File: src/rtl/hcg_pkg.sv
package hcg_pkg;

  localparam int NCH   = 4;  // original channels
  localparam int NCHK  = 3;  // spare channels / checks
  localparam int NHOME = 2;  // checks used as rebuild sources

  typedef enum logic [1:0] {
    SYN_CLEAN,
    SYN_SPARE,
    SYN_DATA
  } syn_class_e;

  // Group membership of check k, bit n = original channel n+1
  function automatic logic [NCH-1:0] grp_mask(input int k);
    case (k)
      0:       return 4'b0111;
      1:       return 4'b1011;
      default: return 4'b1101;
    endcase
  endfunction

  // Syndrome {c1,c2,c3} to one-hot faulty original channel
  function automatic logic [NCH-1:0] fault_onehot(input logic [NCHK-1:0] syn);
    case (syn)
      3'b111:  return 4'b0001;
      3'b110:  return 4'b0010;
      3'b101:  return 4'b0100;
      3'b011:  return 4'b1000;
      default: return 4'b0000;
    endcase
  endfunction

  function automatic syn_class_e classify(input logic [NCHK-1:0] syn);
    case ($countones(syn))
      0:       return SYN_CLEAN;
      1:       return SYN_SPARE;
      default: return SYN_DATA;
    endcase
  endfunction

  // Check whose spare output rebuilds a given channel
  function automatic int home_chk(input int ch);
    return (ch == NCH - 1) ? 1 : 0;
  endfunction

endpackage

File: src/rtl/hcg_enc.sv
module hcg_enc #(
  parameter int DATA_W  = 16,
  parameter int GUARD_W = 2
) (
  input  logic [hcg_pkg::NCH*DATA_W-1:0]             v_re,
  input  logic [hcg_pkg::NCH*DATA_W-1:0]             v_im,
  output logic [hcg_pkg::NCHK*(DATA_W+GUARD_W)-1:0]  s_re,
  output logic [hcg_pkg::NCHK*(DATA_W+GUARD_W)-1:0]  s_im
);
  import hcg_pkg::*;

  localparam int SW = DATA_W + GUARD_W;

  function automatic logic signed [SW-1:0] grp_sum(input logic [NCH*DATA_W-1:0] v,
                                                   input logic [NCH-1:0] m);
    logic signed [SW-1:0] acc;
    acc = '0;
    for (int j = 0; j < NCH; j++)
      if (m[j]) acc = acc + SW'(signed'(v[j*DATA_W +: DATA_W]));
    return acc;
  endfunction

  for (genvar k = 0; k < NCHK; k++) begin : g_grp
    assign s_re[k*SW +: SW] = grp_sum(v_re, grp_mask(k));
    assign s_im[k*SW +: SW] = grp_sum(v_im, grp_mask(k));
  end

endmodule

File: src/rtl/hcg_check.sv
module hcg_check #(
  parameter int DATA_W  = 16,
  parameter int GUARD_W = 2,
  parameter int TOL     = 1
) (
  input  logic [DATA_W+GUARD_W-1:0] r_re,
  input  logic [DATA_W+GUARD_W-1:0] r_im,
  input  logic [DATA_W+GUARD_W-1:0] s_re,
  input  logic [DATA_W+GUARD_W-1:0] s_im,
  output logic                      fail
);
  localparam int SW = DATA_W + GUARD_W;
  localparam int EW = SW + 1;

  function automatic logic off_tol(input logic [SW-1:0] r, input logic [SW-1:0] s);
    logic signed [EW-1:0] d;
    logic signed [EW-1:0] mag;
    d   = EW'(signed'(r)) - EW'(signed'(s));
    mag = (d < 0) ? -d : d;
    return mag > EW'(TOL);
  endfunction

  logic miss_re, miss_im;
  assign miss_re = off_tol(r_re, s_re);
  assign miss_im = off_tol(r_im, s_im);
  assign fail    = miss_re | miss_im;

endmodule

File: src/rtl/hcg_fix.sv
module hcg_fix #(
  parameter int DATA_W  = 16,
  parameter int GUARD_W = 2
) (
  input  logic                                         clk,
  input  logic                                         rst_n,
  input  logic                                         v_in,
  input  logic [hcg_pkg::NCH*DATA_W-1:0]               y_re,
  input  logic [hcg_pkg::NCH*DATA_W-1:0]               y_im,
  input  logic [hcg_pkg::NHOME*(DATA_W+GUARD_W)-1:0]   r_re,
  input  logic [hcg_pkg::NHOME*(DATA_W+GUARD_W)-1:0]   r_im,
  input  logic [hcg_pkg::NCHK-1:0]                     syn,
  output logic                                         z_vld,
  output logic [hcg_pkg::NCH*DATA_W-1:0]               z_re,
  output logic [hcg_pkg::NCH*DATA_W-1:0]               z_im,
  output logic                                         z_err
);
  import hcg_pkg::*;

  localparam int SW = DATA_W + GUARD_W;
  localparam int RW = SW + 1;
  localparam logic signed [RW-1:0] SAT_HI = {{(RW-DATA_W+1){1'b0}}, {(DATA_W-1){1'b1}}};
  localparam logic signed [RW-1:0] SAT_LO = {{(RW-DATA_W+1){1'b1}}, {(DATA_W-1){1'b0}}};

  function automatic logic signed [RW-1:0] rebuild(input logic [NHOME*SW-1:0] r,
                                                   input logic [NCH*DATA_W-1:0] y,
                                                   input int ch);
    logic [NCH-1:0]       m;
    int                   k;
    logic signed [RW-1:0] acc;
    k   = home_chk(ch);
    m   = grp_mask(k);
    acc = RW'(signed'(r[k*SW +: SW]));
    for (int i = 0; i < NCH; i++)
      if (m[i] && i != ch) acc = acc - RW'(signed'(y[i*DATA_W +: DATA_W]));
    return acc;
  endfunction

  function automatic logic [DATA_W-1:0] sat(input logic signed [RW-1:0] v);
    if (v > SAT_HI)      return SAT_HI[DATA_W-1:0];
    else if (v < SAT_LO) return SAT_LO[DATA_W-1:0];
    else                 return v[DATA_W-1:0];
  endfunction

  // Named internal events for the assertions
  logic [NCH-1:0]        fault_oh;
  syn_class_e            syn_cls;
  logic                  any_fail;
  logic [NCH*DATA_W-1:0] sel_re, sel_im;

  assign fault_oh = fault_onehot(syn);
  assign syn_cls  = classify(syn);
  assign any_fail = |syn;

  for (genvar j = 0; j < NCH; j++) begin : g_ch
    logic [DATA_W-1:0] fix_re, fix_im;
    assign fix_re = sat(rebuild(r_re, y_re, j));
    assign fix_im = sat(rebuild(r_im, y_im, j));
    assign sel_re[j*DATA_W +: DATA_W] = fault_oh[j] ? fix_re : y_re[j*DATA_W +: DATA_W];
    assign sel_im[j*DATA_W +: DATA_W] = fault_oh[j] ? fix_im : y_im[j*DATA_W +: DATA_W];
  end

  always_ff @(posedge clk or negedge rst_n) begin
    if (!rst_n) begin
      z_vld <= 1'b0;
      z_err <= 1'b0;
      z_re  <= '0;
      z_im  <= '0;
    end else begin
      z_vld <= v_in;
      if (v_in) begin
        z_re  <= sel_re;
        z_im  <= sel_im;
        z_err <= any_fail;
      end
    end
  end

  AST_VLD_FOLLOWS: assert property (@(posedge clk) disable iff (!rst_n)
    v_in |=> z_vld);
  AST_IDLE_HOLDS: assert property (@(posedge clk) disable iff (!rst_n)
    !v_in |=> (!z_vld && $stable(z_re) && $stable(z_im)));
  AST_ERR_FLAG: assert property (@(posedge clk) disable iff (!rst_n)
    v_in |=> (z_err == ($past(syn) != '0)));
  AST_CLEAN_PASS: assert property (@(posedge clk) disable iff (!rst_n)
    (v_in && syn_cls == SYN_CLEAN) |=> (z_re == $past(y_re) && z_im == $past(y_im)));
  AST_SPARE_PASS: assert property (@(posedge clk) disable iff (!rst_n)
    (v_in && syn_cls == SYN_SPARE) |=> (z_re == $past(y_re) && z_im == $past(y_im)));
  AST_ONE_FIX: assert property (@(posedge clk) disable iff (!rst_n)
    (syn_cls == SYN_DATA) |-> ($countones(fault_oh) == 1));

endmodule

File: src/rtl/chan_hamming_guard.sv
module chan_hamming_guard #(
  parameter int DATA_W  = 16,
  parameter int GUARD_W = 2,
  parameter int TOL     = 1
) (
  input  logic                             clk,
  input  logic                             rst_n,
  input  logic [4*DATA_W-1:0]              x_re,
  input  logic [4*DATA_W-1:0]              x_im,
  output logic [3*(DATA_W+GUARD_W)-1:0]    xr_re,
  output logic [3*(DATA_W+GUARD_W)-1:0]    xr_im,
  input  logic                             y_vld,
  input  logic [4*DATA_W-1:0]              y_re,
  input  logic [4*DATA_W-1:0]              y_im,
  input  logic [3*(DATA_W+GUARD_W)-1:0]    yr_re,
  input  logic [3*(DATA_W+GUARD_W)-1:0]    yr_im,
  output logic                             z_vld,
  output logic [4*DATA_W-1:0]              z_re,
  output logic [4*DATA_W-1:0]              z_im,
  output logic                             z_err
);
  import hcg_pkg::*;

  localparam int SW = DATA_W + GUARD_W;

  logic [NCHK*SW-1:0] ys_re, ys_im;   // group sums of original outputs
  logic [NCHK-1:0]    chk_fail;       // chk_fail[k] = check k+1 failed
  logic [NCHK-1:0]    syn;            // {c1,c2,c3}

  hcg_enc #(.DATA_W(DATA_W), .GUARD_W(GUARD_W)) u_enc_in (
    .v_re(x_re), .v_im(x_im), .s_re(xr_re), .s_im(xr_im)
  );

  hcg_enc #(.DATA_W(DATA_W), .GUARD_W(GUARD_W)) u_enc_out (
    .v_re(y_re), .v_im(y_im), .s_re(ys_re), .s_im(ys_im)
  );

  for (genvar k = 0; k < NCHK; k++) begin : g_chk
    hcg_check #(.DATA_W(DATA_W), .GUARD_W(GUARD_W), .TOL(TOL)) u_chk (
      .r_re(yr_re[k*SW +: SW]), .r_im(yr_im[k*SW +: SW]),
      .s_re(ys_re[k*SW +: SW]), .s_im(ys_im[k*SW +: SW]),
      .fail(chk_fail[k])
    );
    assign syn[NCHK-1-k] = chk_fail[k];
  end

  hcg_fix #(.DATA_W(DATA_W), .GUARD_W(GUARD_W)) u_fix (
    .clk(clk), .rst_n(rst_n), .v_in(y_vld),
    .y_re(y_re), .y_im(y_im),
    .r_re(yr_re[NHOME*SW-1:0]), .r_im(yr_im[NHOME*SW-1:0]),
    .syn(syn),
    .z_vld(z_vld), .z_re(z_re), .z_im(z_im), .z_err(z_err)
  );

  AST_RESET_QUIET: assert property (@(posedge clk)
    !rst_n |-> (!z_vld && !z_err && z_re == '0 && z_im == '0));

endmodule

File: config.mk
export PLATFORM = sky130hd
export DESIGN_NAME = chan_hamming_guard
export DESIGN_NICKNAME = d
export VERILOG_FILES = /design/src/rtl/hcg_pkg.sv /design/src/rtl/hcg_enc.sv /design/src/rtl/hcg_check.sv /design/src/rtl/hcg_fix.sv /design/src/rtl/chan_hamming_guard.sv
export SDC_FILE = /design/constraint.sdc
export NUM_CORES = 2
export LEC_CHECK = 0
export ABC_CLOCK_PERIOD_IN_PS = 6300
export BUFFER_PORTS_ARGS = -buffer_cell sky130_fd_sc_hd__buf_2
export CAP_MARGIN = 30
export CELL_PAD_IN_SITES_DETAIL_PLACEMENT = 2
export CELL_PAD_IN_SITES_GLOBAL_PLACEMENT = 2
export CORE_ASPECT_RATIO = 1.5
export CORE_UTILIZATION = 35
export DETAILED_ROUTE_END_ITERATION = 8
export GPL_TIMING_DRIVEN = 1
export MAX_ROUTING_LAYER = met4
export PLACE_DENSITY = 0.93
export SETUP_SLACK_MARGIN = 0.3
export SLEW_MARGIN = 20
export SYNTH_ARGS = -nofsm -noshare
export SYNTH_HDL_FRONTEND = slang
export SYNTH_HIERARCHICAL = 1
export SYNTH_SLANG_ARGS = --single-unit
export TNS_END_PERCENT = 10
File: constraint.sdc
create_clock -name clk -period 6.3 [get_ports clk]
set_input_delay 1.26 -clock clk [delete_from_list [all_inputs] [get_ports clk]]
set_output_delay 1.26 -clock clk [all_outputs]
set_load 0.02 [all_outputs]
==> results of run 1 <==
## stage by stage
stage	instances	cell area [um2]	setup slack, ns
after floorplan	5206	40200	-1.00
after global placement	8280	53200	-2.44
after detailed placement	8281	53200	-3.56
after CTS	8381	57000	-1.58
## metal layers
layer	overflow	global-route usage (%)
met1	95	83.2
met2	2290	106
met5	-	-
met4	685	94.0
met3	63	72.4
## kinds of logic after synthesis
kind of cell               count (synthesis)  share of synthesized area [%]
adders and majority gates                730                           26.0
buffers and inverters                    547                           5.32
and+or+nand+nor                         1621                           20.0
xor gates and xnor gates                 439                           9.68
muxes                                     31                          0.811
DFF                                      130                           8.17
AOI/OAI and AO/OA                       1708                           29.9
## timing repair
item	CTS
endpoints found under the setup margin	156
buffers inserted	66
cloned	3
pin swaps	171
gates resized for setup	524
==> flow_results.org, run 1 <==
** Global route
- Total GRT Usage :: 89.0%
- Via count of the first global-routing pass :: 84720
- Entering global routing, the biggest net connects 92 pins.
- The first global-routing pass estimated 753000 um of wire.
- After global routing the overflow that remains totals 3133.

** Synthesis
- Counting flops with a built-in enable in the synthesized netlist gives 0.
- Commonest cells in the netlist :: ha_1, nor2_1, a21oi_1
- Total of warnings raised by yosys :: 6
- Mean cell area of the mapped netlist :: 7.64 um2
- Synthesis produced 5206 cells.
- Summing every instance area after synthesis gives 39800 um2.
- After synthesis, the share of flip-flops with an asynchronous set or reset is 100%.
- In the post-synthesis netlist, the biggest area contributors are ha_1, fa_1, dfrtp_1, xnor2_1, a21oi_1.
- Flops & latches, synth :: 130
- Seq/Total Area, Yosys :: 8.17%
- Leading cell type by number of instances after synthesis :: ha_1
- Syn_nets :: 6303
- Area fraction of the dominant cell type after synthesis :: 17.8%
- The largest total area in the synthesized netlist belongs to ha_1.
- The most used flip-flop cell after synthesis is dfrtp_1.
- In this run, distinct cell masters in the synthesized netlist total 120.

** Floorplanning
- Effective utilization at floorplan :: 35.3%
- The die is 277 um wide.
- The floorplan has 151 rows.
- Height of the die :: 415 um
- 605 I/O pins were placed.

** Status
- The run stopped with a tool error.
- The tool reported: "[ERROR GRT-0116] Global routing finished with congestion. Check the congestion regions in the DRC Viewer".
- Terminating stage of the flow :: global routing

** Clock network
- Total of hold buffers inserted after clock tree synthesis :: 0
- The H-tree was split into 4 levels.
- Count of clock tree sinks :: 130
- Buffers inserted during clock tree synthesis total 17.
- The clock passes through at most 2 buffers.
- Clock Tree Root :: clkbuf_16

** Placement
- Summed over all nets, the half-perimeter wirelength after detailed placement is 264000 um.
- Routability-driven placement finished with a final weighted congestion of 1.08.
- Input/output buffers :: 604
==> run 2: changes to the inputs <==
--- a/config.mk
+++ b/config.mk
@@ -8,15 +8,10 @@
 export ABC_CLOCK_PERIOD_IN_PS = 6300
 export BUFFER_PORTS_ARGS = -buffer_cell sky130_fd_sc_hd__buf_2
 export CAP_MARGIN = 30
-export CELL_PAD_IN_SITES_DETAIL_PLACEMENT = 2
-export CELL_PAD_IN_SITES_GLOBAL_PLACEMENT = 2
-export CORE_ASPECT_RATIO = 1.5
-export CORE_UTILIZATION = 35
+export CORE_UTILIZATION = 40
 export DETAILED_ROUTE_END_ITERATION = 8
 export GPL_TIMING_DRIVEN = 1
-export MAX_ROUTING_LAYER = met4
-export PLACE_DENSITY = 0.93
-export SETUP_SLACK_MARGIN = 0.3
+export PLACE_DENSITY_LB_ADDON = 0.15
 export SLEW_MARGIN = 20
 export SYNTH_ARGS = -nofsm -noshare
 export SYNTH_HDL_FRONTEND = slang
==> flow_results.org, run 2 <==
** Clock network
- Number of buffers between clock root and the deepest sink :: 2 (unchanged)
- The number of buffers created by CTS came to 17 (unchanged).
- H-tree lvl count :: 4 (unchanged)
- Count of clock tree sinks :: 130 (unchanged)
- TritonCTS built the clock tree.
- Clk slew on worst S/H paths :: 0.06 ns
- The later pin in the worst-skew pair is clocked with a latency of 0.50 ns.
- The tree is rooted in a clkbuf_16.

** Pwr
- Leakage power total :: 26.7 nW
- Switching power as a share of total power :: 50.6%
- Clock network power share :: 5.2%
- Total power draw :: 0.0209 W
- Power density over cell area :: 376 nW/um2
- The internal power of the cells totals 0.0103 W.
- Sequential cell fraction of total power :: 5.4%
- Total net switching power :: 0.0106 W
- The worst-case IR drop observed on VDD is 0.296 mV.
- Share of power burned in combinational logic :: 89.4%

** Flow run
- Count of max-cap constraint violations :: 0

** Worst setup path
- The critical path ends at u_fix/z_im[26].
- Crit. Startpoint :: y_im[1]
- STA classifies the critical path startpoint as an input port.
- Worst setup EP type :: flip-flop
- In this design, the critical path's most frequently occurring cell is buf_4.
- CP arrival :: 7.92 ns
- For this run, the slowest stage of the critical path takes 0.36 ns.
- Counting cells, the worst reg-to-reg path comes to 3.
- Crit path max fanout :: 7
- The setup check on the worst reg-to-reg path leaves a slack of 5.23 ns.
- Endpoint required time on the critical path :: 6.74 ns
- The worst register-to-register path ends at u_fix/z_re[32].
- The worst register-to-register path begins at u_fix/z_re[32].
- Worst Path Class, Setup :: input port to flip-flop
- For this design, the slowest cell found on the critical path is a221o_1.

** Synthesis
- Top cells by area in the synthesized netlist :: ha_1, fa_1, dfrtp_1, xnor2_1, a21oi_1
- The post-synthesis net count came to 6303 (unchanged).
- Seq/Total Area, Yosys :: 8.17% (unchanged)
- The average size of a mapped cell is 7.64 um2 (unchanged).
- Of all cell types, the one taking the most synthesized area is ha_1.
- Commonest cells in the netlist :: ha_1, nor2_1, a21oi_1
- The number of warning messages in the yosys log came to 6 (unchanged).
- Yosys instantiated no cell more often than ha_1.
- The post-synthesis instance total came to 5206 (unchanged).
- The flop and latch count out of synthesis is 130 (unchanged).
- Proportion of register bits with asynchronous set or reset after synthesis :: 100% (unchanged)
- The cell area after synthesis is 39800 um2 (unchanged).
- The most used flip-flop cell after synthesis is dfrtp_1.
- Area fraction of the dominant cell type after synthesis :: 17.8% (unchanged)
- The post-synthesis cell type count is 120 (unchanged).
- The number of synthesized flops with an enable pin was 0 (unchanged).

** Status
- The final reports fail on negative setup slack.
- Outcome :: finished, violations left

** Floorplanning
- The initial core utilization was 40.4% (+5.2 points).
- The total area inside the core boundary comes to 98400 um2.
- Total number of placement rows :: 115 (-24%)
- The floorplan step defined a die boundary enclosing 101000 um2.
- Horizontal extent of the die :: 317 um (+14%)
- The floorplan die height came to 317 um (-24%).
- The number of top-level pins was 605 (unchanged).

** Routing
- Vias :: 46606
- The detailed router finished its first iteration with 3815 violations.
- Wire per inst :: 22.0 um
- The pre-antenna-repair detailed-routing pass consisted of 6 iterations.
- For this block, the routed nets add up to 179000 um of wire.
- After detailed routing, the number of remaining DRC violations is 0.
- Antenna viol nets, final :: 0
- Vias/cell :: 5.71

** Layout
- Largest registers ranked by flip-flop count :: u_fix/z_im: 64 flops, u_fix/z_re: 64 flops
- In the layout the commonest cells are buf_4, buf_2, ha_1, nor2_1, inv_1.
- The post-route netlist has 32.6% of its cells at a drive strength greater than 1.
- Most frequent standard cell in the layout excluding fill and tap cells :: buf_4
- Post-layout nets :: 7950
- Excluding fillers, the count of instances in the completed layout stands at 8166.
- Relative to the synthesized area, the layout overhead comes to 40.0%.

** Timing
- Fmax :: 134 MHz
- Final Critical Period :: 7.48 ns
- Count of pins over their slew limit :: 0
- Worst-margin pin slew :: 0.885 ns
- Max_slew headroom :: 41.0%
- The count of endpoints failing hold in the final timing report was 0.
- Clock skew on the completed layout was measured at 0 ns.
- Final count of negative-setup-slack endpoints :: 129
- Unrepaired setup endpoints after global routing :: yes
- Worst setup slack after layout :: -1.18 ns
- Worst hold slack :: 0.514 ns
- After layout, the worst path uses 119% of the clock period.

** Global route
- Total grt overflow :: 0
- Total GRT Usage :: 34.0%
- The via count of the first global-routing pass was 44294.
- First-pass GRT wire length :: 264000 um
- Largest net degree at the start of global routing :: 110
- Number of antenna violations at the first check in global routing :: 13

** Placement
- Input/output buffers :: 604 (unchanged)
- The half-perimeter wire length of the detailed placement result came to 153000 um (-42%).
- GP Congestion :: 0.999 (-7.4%)
- The placed instance count was 8065 (-2.6%).

** Hold path
- Hold Path Class :: flip-flop to flip-flop
run 2: routing by layer:
| layer | global-route usage (%) | share of wire [%] |
|---|---|---|
| met5 | 0 | 0.028 |
| met4 | 21.3 | 7.3 |
| met3 | 5.04 | 6.1 |
| met2 | 55.0 | 45 |
| met1 | 42.5 | 42 |
run 2: cell type report:
cell class                 instances  area, um2
sequential                       130       3250
antenna                           13       32.5
clock buffer                      21        460
timing repair buffer            1754      12000
clock inverter                    11        130
inverter                         419       1570
multi-input combinational       4531      36600
fill                            9477      42700
tap                             1287       1610
run 2: worst min-delay path by stage:
stage / start / to / depth (start not counted)
detailed placement: u_fix/z_re[15] / u_fix/z_re[15] / 1
finish: u_fix/z_re[15] / u_fix/z_re[15] / 1
floorplan: u_fix/z_re[47] / u_fix/z_re[47] / 2
global route: u_fix/z_re[15] / u_fix/z_re[15] / 1
CTS: u_fix/z_re[15] / u_fix/z_re[15] / 1
global placement: u_fix/z_re[15] / u_fix/z_re[15] / 1
run 2: timing repair:
action,in CTS,in global routing
setup buffers,32,21
hold buffers,0,0
pin swaps,83,53
gates resized for setup,208,187
hold endpoints to repair,0,0
gates cloned,5,2
endpoints found under the setup margin,129,135
run 2: power groups by stage:
stage	Combinational, W	Clock [W]	Sequential [W]
floorplan	0.0101	0	0.00127
global placement	0.0172	0	0.00114
detailed placement	0.0173	0	0.00114
CTS	0.0180	0.00110	0.00113
global route	0.0202	0.00114	0.00114
finish	0.0187	0.00108	0.00113
run 2: cells by family after synthesis:
| kind of cell | Yosys count | synth area share (%) |
|---|---|---|
| buf+inv | 547 | 5.32 |
| simple gates | 1621 | 20.0 |
| fa+ha+maj | 730 | 26.0 |
| xor+xnor | 439 | 9.68 |
| mux | 31 | 0.811 |
| flops | 130 | 8.17 |
| compound gates | 1708 | 29.9 |
run 2: stage by stage:
| step | setup WS [ns] | setup TNS (ns) | cell area, um2 | util, % |
|---|---|---|---|---|
| floorplan | -1.00 | -114.11 | 40200 | - |
| global placement | -2.32 | -273.08 | 52700 | 53.5 |
| detailed placement | -2.36 | -279.26 | 52700 | 53.5 |
| CTS | -1.06 | -125.47 | 54600 | 55.5 |
| global route | -1.44 | -163.80 | 55700 | 56.6 |
| finish | -1.18 | -131.87 | 55700 | 56.6 |
run 2: critical path: cells and delay by family:
kind / cells / cell delay (ns)
buffers and inverters: 8 / 1.22
AO/OA/AOI/OAI: 16 / 3.35
adder cells (fa/ha/maj): 3 / 0.85
AND/OR/NAND/NOR: 9 / 1.09
XOR/XNOR: 1 / 0.13
Note: power is estimated with default switching activity, not from simulation.
